$ cat src/rtl/kwdt_pkg.sv
package kwdt_pkg;
  localparam int DATA_W = 8;
  localparam int SEL_W  = 4;

  localparam logic [DATA_W-1:0] UNLOCK_B1   = 8'h55;
  localparam logic [DATA_W-1:0] UNLOCK_B2   = 8'hAA;
  localparam logic [DATA_W-1:0] UNLOCK_B3   = 8'h5A;
  localparam logic [DATA_W-1:0] FEED_MAGIC  = 8'h55;

  // control register bit positions
  localparam int CTL_EN_BIT   = 5;
  localparam int CTL_FLAG_BIT = 7;

  typedef enum logic [1:0] {
    UL_IDLE = 2'd0,
    UL_GOT1 = 2'd1,
    UL_GOT2 = 2'd2,
    UL_OPEN = 2'd3
  } ul_state_e;

  typedef struct packed {
    logic             en;
    logic [SEL_W-1:0] sel;
  } wdt_cfg_t;

  // exponent of the period in clock cycles
  function automatic int unsigned period_exp(input logic [SEL_W-1:0] sel,
                                             input int unsigned base);
    return int'(sel) + base;
  endfunction

  // next state of the unlock sequencer for one bus write
  function automatic ul_state_e ul_next(input ul_state_e cur,
                                        input logic is_key,
                                        input logic [DATA_W-1:0] d);
    ul_state_e n;
    n = UL_IDLE;
    if (is_key) begin
      if (d == UNLOCK_B1)                         n = UL_GOT1;
      else if (cur == UL_GOT1 && d == UNLOCK_B2)  n = UL_GOT2;
      else if (cur == UL_GOT2 && d == UNLOCK_B3)  n = UL_OPEN;
      else                                        n = UL_IDLE;
    end
    return n;
  endfunction
endpackage

$ cat src/rtl/kwdt_unlock.sv
module kwdt_unlock
  import kwdt_pkg::*;
(
  input  logic              clk,
  input  logic              rst_n,
  input  logic              wr_i,
  input  logic              wr_is_key_i,
  input  logic [DATA_W-1:0] wdata_i,
  output logic              open_o
);
  ul_state_e state_q;

  always_ff @(posedge clk or negedge rst_n) begin
    if (!rst_n)    state_q <= UL_IDLE;
    else if (wr_i) state_q <= ul_next(state_q, wr_is_key_i, wdata_i);
  end

  assign open_o = (state_q == UL_OPEN);
endmodule

$ cat src/rtl/kwdt_counter.sv
module kwdt_counter
  import kwdt_pkg::*;
#(
  parameter int unsigned BASE_EXP = 10,
  localparam int unsigned CNT_W   = BASE_EXP + (1 << SEL_W) - 1
) (
  input  logic             clk,
  input  logic             rst_n,
  input  logic             active_i,
  input  logic             refresh_i,
  input  logic [SEL_W-1:0] sel_i,
  output logic             terminal_o,
  output logic             cnt_zero_o,
  output logic             req_o
);
  logic [CNT_W-1:0] cnt_q;
  logic [CNT_W-1:0] last_cnt;

  // last count value before terminal: 2^exp - 1
  function automatic logic [CNT_W-1:0] last_of(input logic [SEL_W-1:0] s);
    int unsigned e;
    e = period_exp(s, BASE_EXP);
    return {CNT_W{1'b1}} >> (CNT_W - e);
  endfunction

  assign last_cnt   = last_of(sel_i);
  assign terminal_o = active_i && !refresh_i && (cnt_q >= last_cnt);
  assign cnt_zero_o = (cnt_q == '0);

  always_ff @(posedge clk or negedge rst_n) begin
    if (!rst_n) begin
      cnt_q <= '0;
      req_o <= 1'b0;
    end else begin
      req_o <= terminal_o;
      if (!active_i || refresh_i || terminal_o) cnt_q <= '0;
      else                                      cnt_q <= cnt_q + 1'b1;
    end
  end
endmodule

$ cat src/rtl/kwdt_top.sv
module kwdt_top
  import kwdt_pkg::*;
#(
  parameter int unsigned ADDR_W    = 2,
  parameter int unsigned BASE_EXP  = 10,
  parameter int unsigned CTRL_ADDR = 0,
  parameter int unsigned KEY_ADDR  = 1,
  parameter int unsigned FEED_ADDR = 2
) (
  input  logic              clk,
  input  logic              rst_n,
  input  logic              force_off_i,
  input  logic [ADDR_W-1:0] bus_addr,
  input  logic [7:0]        bus_wdata,
  input  logic              bus_we,
  output logic [7:0]        bus_rdata,
  output logic              rst_req_o
);
  localparam logic [ADDR_W-1:0] A_CTRL = ADDR_W'(CTRL_ADDR);
  localparam logic [ADDR_W-1:0] A_KEY  = ADDR_W'(KEY_ADDR);
  localparam logic [ADDR_W-1:0] A_FEED = ADDR_W'(FEED_ADDR);

  wdt_cfg_t    cfg_q;
  logic [7:0]  feed_q;
  logic        timeout_flag;

  // named internal events
  logic        wr_key, wr_ctrl, wr_feed;
  logic        unlocked;
  logic        ctrl_accept;
  logic        refresh_hit;
  logic        wdt_active;
  logic        terminal;
  logic        cnt_zero;

  assign wr_key      = bus_we && (bus_addr == A_KEY);
  assign wr_ctrl     = bus_we && (bus_addr == A_CTRL);
  assign wr_feed     = bus_we && (bus_addr == A_FEED);
  assign ctrl_accept = wr_ctrl && unlocked;
  assign refresh_hit = wr_feed && (bus_wdata == FEED_MAGIC);
  assign wdt_active  = cfg_q.en && !force_off_i;

  kwdt_unlock u_unlock (
    .clk         (clk),
    .rst_n       (rst_n),
    .wr_i        (bus_we),
    .wr_is_key_i (wr_key),
    .wdata_i     (bus_wdata),
    .open_o      (unlocked)
  );

  kwdt_counter #(.BASE_EXP(BASE_EXP)) u_counter (
    .clk        (clk),
    .rst_n      (rst_n),
    .active_i   (wdt_active),
    .refresh_i  (refresh_hit),
    .sel_i      (cfg_q.sel),
    .terminal_o (terminal),
    .cnt_zero_o (cnt_zero),
    .req_o      (rst_req_o)
  );

  always_ff @(posedge clk or negedge rst_n) begin
    if (!rst_n) begin
      cfg_q        <= '0;
      feed_q       <= '0;
      timeout_flag <= 1'b0;
    end else begin
      if (ctrl_accept) begin
        cfg_q.en  <= bus_wdata[CTL_EN_BIT];
        cfg_q.sel <= bus_wdata[SEL_W-1:0];
      end
      if (wr_feed)  feed_q       <= bus_wdata;
      if (terminal) timeout_flag <= 1'b1;
    end
  end

  always_comb begin
    bus_rdata = '0;
    if (bus_addr == A_CTRL) begin
      bus_rdata[SEL_W-1:0]    = cfg_q.sel;
      bus_rdata[CTL_EN_BIT]   = cfg_q.en;
      bus_rdata[CTL_FLAG_BIT] = timeout_flag;
    end else if (bus_addr == A_FEED) begin
      bus_rdata = feed_q;
    end
  end
endmodule

$ cat config.mk
export PLATFORM = sky130hd
export DESIGN_NAME = kwdt_top
export DESIGN_NICKNAME = d
export VERILOG_FILES = /design/src/rtl/kwdt_pkg.sv /design/src/rtl/kwdt_unlock.sv /design/src/rtl/kwdt_counter.sv /design/src/rtl/kwdt_top.sv
export SDC_FILE = /design/constraint.sdc
export NUM_CORES = 1
export LEC_CHECK = 0
export BUFFER_PORTS_ARGS = -buffer_cell sky130_fd_sc_hd__buf_4
export CORE_MARGIN = 8
export CORE_UTILIZATION = 60
export CTS_CLUSTER_SIZE = 25
export DETAILED_ROUTE_END_ITERATION = 16
export GPL_TIMING_DRIVEN = 1
export PLACE_DENSITY = 0.84
export SKIP_CTS_REPAIR_TIMING = 1
export SYNTH_ARGS = -nofsm -noshare
export SYNTH_HDL_FRONTEND = slang
export SYNTH_HIERARCHICAL = 1
export SYNTH_SLANG_ARGS = --single-unit
$ cat constraint.sdc
create_clock -name clk -period 2.75 [get_ports clk]
set_clock_uncertainty 0.15 [all_clocks]
set_input_delay 0.275 -clock clk [delete_from_list [all_inputs] [get_ports clk]]
set_output_delay 0.275 -clock clk [all_outputs]
set_load 0.02 [all_outputs]
### After elaboration in Yosys (flattened, before gate mapping)

Cells that the tools add are included.

| cells by class | value |
|---|---|
| add/subtract/negate cells | 3 |
| $mul | 0 |
| div/mod/pow operators | 0 |
| order comparisons | 1 |
| eq/ne operators | 8 |
| shift-type cells | 1 |
| multiplexer cells | 11 |
| bitwise operators | 0 |
| reductions and logical operators | 16 |

Operators by type and width:

| cell | number |
|---|---|
| $shr A25 B32 Y25 const A | 1 |
| $sub A5 B32 Y32 const A | 1 |
| $add A25 B1 Y25 const B | 1 |
| $ge A25 B25 Y1 | 1 |
| $mux W25 | 1 |
| $eq A8 B7 Y1 const B | 2 |
| $logic_and A1 B1 Y1 | 10 |
| $eq A8 B8 Y1 const B | 1 |
| $mux W2 | 4 |
| $mux W8 | 1 |
| $eq A2 B2 Y1 const B | 3 |
| $add A4 B4 Y5 const B | 1 |
| $eq A2 B1 Y1 const B | 2 |
| $mux W1 | 4 |
| $mux W4 | 1 |
| $logic_not A1 Y1 | 3 |
| $logic_not A2 Y1 | 1 |
| $logic_or A1 B1 Y1 | 2 |

| word-level totals | value |
|---|---|
| flip-flop bits (word level) | 42 |
| latch bits | 0 |
| bits in writable memories | 0 |
| bits in read-only memories | 0 |
| input port bits | 14 |
| word-level logic and storage cells | 47 |
| memories | 0 |

### Logic depth before layout (Yosys ltp)

| logic depth | value |
|---|---|
| depth after elaboration | 8 |
| mapped depth | 9 |

### Cells and area by module

The synthesis kept the hierarchy.

Modules (own cells, without submodules):

| module | times used | cells each | area each (µm²) | seq. area each (µm²) |
|---|---|---|---|---|
| kwdt_counter | 1 | 193 | 1761.7 | 650.6 |
| kwdt_top | 1 | 51 | 705.7 | 350.3 |
| kwdt_unlock | 1 | 17 | 168.9 | 50.0 |

### Worst setup path before layout

Ideal clock, no wire load.

| timing | value |
|---|---|
| kind | register to register |
| start | register cfg_q[1] (netlist bit) |
| end | register u_counter.cnt_q[16] |
| arrival | 2.191 ns |
| required time | 2.528 ns |
| setup slack | 0.337 ns |
| stages on the path, launching flop included | 10 |
| buffers on the path | 1 |
| period minus slack after synthesis | 2.413 ns |
| path through | dfrtp_1 or2_2 a21oi_1 ha_1 a211oi_1 nor2_1 o31ai_1 nand3_2 buf_2 nor2_1 |

| between the ends | value |
|---|---|
| longest elaborated chain between the ends | 7 |

Ends and longest elaborated chain:

| item | line | text |
|---|---|---|
| start, declared | kwdt_top.sv:23 | `wdt_cfg_t cfg_q;` |
| $add A4 B4 Y5 | kwdt_pkg.sv:29 | `return int'(sel) + base;` |
| $sub A5 B32 Y32 | kwdt_counter.sv:23 | `return {CNT_W{1'b1}} >> (CNT_W - e);` |
| $shr A25 B32 Y25 | kwdt_counter.sv:23 |  |
| $ge A25 B25 Y1 | kwdt_counter.sv:27 | `assign terminal_o = active_i && !refresh_i && (cnt_q >= last_cnt);` |
| $logic_and A1 B1 Y1 | kwdt_counter.sv:27 |  |
| $logic_or A1 B1 Y1 | kwdt_counter.sv:36 | `if (!active_i \|\| refresh_i \|\| terminal_o) cnt_q <= '0;` |
| $mux W25 | kwdt_counter.sv:36 |  |
| end signal, assigned | kwdt_counter.sv:37 | `else cnt_q <= cnt_q + 1'b1;` |
| end, declared | kwdt_counter.sv:16 | `logic [CNT_W-1:0] cnt_q;` |

No other way between the ends.
A chain may end at the register's enable or synchronous reset.

### Worst setup path in the final report

| timing | value |
|---|---|
| start | register cfg_q[2] (netlist bit) |
| end | register u_counter.cnt_q[24] |

The elaborated chain is that of the path after synthesis.

==> impl_metrics.toml <==
[clocking]
cts_root_buffer = "clkbuf_8"
clk_latency_ns = 0.29
cts_tree = "yes"
cts.sinks = 42
htree_levels = 2
cts_buffers = 5
clockBufferDepth = 2
clk_transition_reported_paths_ns = 0.07

[critical_path]
crit_type = "reg -> reg"
end_kind = "flip-flop"
cp_max_fo = 25
worstSetupStartpointType = "flip-flop"
crit_path_start = "cfg_q[2]"
rr_startpoint = "cfg_q[2]"
r2r-end = "u_counter/cnt_q[24]"
worstPathArrival_ns = 2.65
r2r.worst_path.cells = 9
r2r_slack_ns = 0.17
cp.required_ns = 2.81
endpoint = "u_counter/cnt_q[24]"

[grt]
grt_use_total = 0.167
antenna_found_initial = 0
grt_pass1_wl_um = 8710
grt_pass1_vias = 1915
grt_max_degree = 43
grt-ovfl-total = 0

[yosys]
avgSynthCellArea_sq_um = 10.2
synth_cells = 252
synth_area_sq_um = 2580
synth.net_count = 283
yosysWarnings = 6

[routing]
drtPass1Iterations = 4
viasPerCell = 5.87
drtIter0Drc = 175
wire_per_inst_um = 15.8
ant_nets = 0
routed_wl_um = 5210
drc = 0
num_vias = 1936

[floorplan]
design.die.area_sq_um = 6660
rows = 24
pin_count = 23
die_x_um = 81.6
die_height_um = 81.6
start_util = 0.606
core_area_sq_um = 4260

[timing]
timing.setup.tns_ns = 0
rsz0062_at_grt = "false"
fin_crit_sh = 0.939
drv_slew = 0
setup_viol = 0
slew_headroom = 0.655
fmax_mhz = 387
timing.hold.ws_ns = 0.0892
timing.final.crit_period_ns = 2.58
tightest_slew_ns = 0.517
final_hold_viol_count = 0

[final_layout]
antennaDiodeCount = 0
syn_to_final_growth_pct = 12.5
fillerInstances = 326
mostFrequentLayoutCells = "dfrtp_1, nor2_1, buf_4"
final_layout_size_suffix_gt1_frac = 0.237
seqCellArea_sq_um = 1050
final_area_sq_um = 2910
layout_commonest_cell = "dfrtp_1"
nNetsFinal = 308
multi_input_area_sq_um = 1470

[place]
placed_area_sq_um = 2790
place_congestion = 0.832
io_buffers = 22
post-dp-hpwl_um = 3780

[power]
peakVddDrop_v = 0.000293
total_power_mw = 1.18
power_density_nw_per_um2 = 405
leakagePower_nw = 1.30

[min_path]
hp-class = "in -> reg"

[flow_run]
drv_cap = 0

[run_status]
outcome = "finished, final reports clean"
-- state kept, by name (all words and copies together) (netlist names) --
name and count:
timeout_flag 1, u_counter/req_o 1, feed_q 8, cfg_q 5, u_counter/cnt_q 25, u_unlock/state_q 2
-- how the worst min path moves through the flow --
stage	startpoint	slack, ns	depth (start not counted)	endpoint
floorplan	rst_n	-0.17	0	cfg_q[0]
finish	bus_wdata[4]	0.09	2	feed_q[4]
CTS	rst_n	-0.17	1	u_counter/cnt_q[21]
detailed placement	rst_n	0.15	1	u_counter/cnt_q[19]
global placement	rst_n	0.14	1	u_counter/cnt_q[17]
global route	bus_wdata[4]	0.09	2	feed_q[4]
-- stage by stage --
| stage | instances | setup WS, ns | util |
|---|---|---|---|
| after floorplan | 252 | 0.337 | - |
| after CTS | 329 | 0.105 | 0.675 |
| final | 330 | 0.169 | 0.682 |
| after global placement | 321 | 0.243 | 0.653 |
| after global routing | 330 | 0.0125 | 0.682 |
| after detailed placement | 321 | 0.155 | 0.653 |
-- per-layer routing --
layer  wire length [um]  track usage  part of all wire  vias up
met2               2500        0.270              0.48       33
met5                  0            0                 0        -
met1               2410        0.220              0.46      952
li1                   -            -                 -      946
met4                 42       0.0544            0.0081        0
met3                256       0.0350             0.049        5
-- worst max-delay path, cell delays in order, from the launching register on --
cell     delay [ns]
dfrtp_1        0.52
buf_4          0.21
nor3_1         0.29
ha_1           0.33
a21oi_1        0.14
a21oi_1        0.09
o31ai_2        0.28
nand3_2        0.10
buf_4          0.24
nor2_1         0.15
-- power by group --
| group | leakage, nW | switching (mW) | internal (mW) |
|---|---|---|---|
| combinational | 0.681 | 0.0627 | 0.0596 |
| clock | 0.0482 | 0.200 | 0.203 |
| sequential | 0.568 | 0.0128 | 0.641 |
-- cell type report --
cell class	instances	area share
Multi-Input combinational cell	193	0.505
Sequential cell	42	0.362
Timing Repair Buffer	26	0.0680
Clock buffer	7	0.0297
Tap cell	52	0.0224
Inverter	9	0.0116
Clock inverter	1	0.00172
Note: power is estimated with default switching activity, not from simulation.
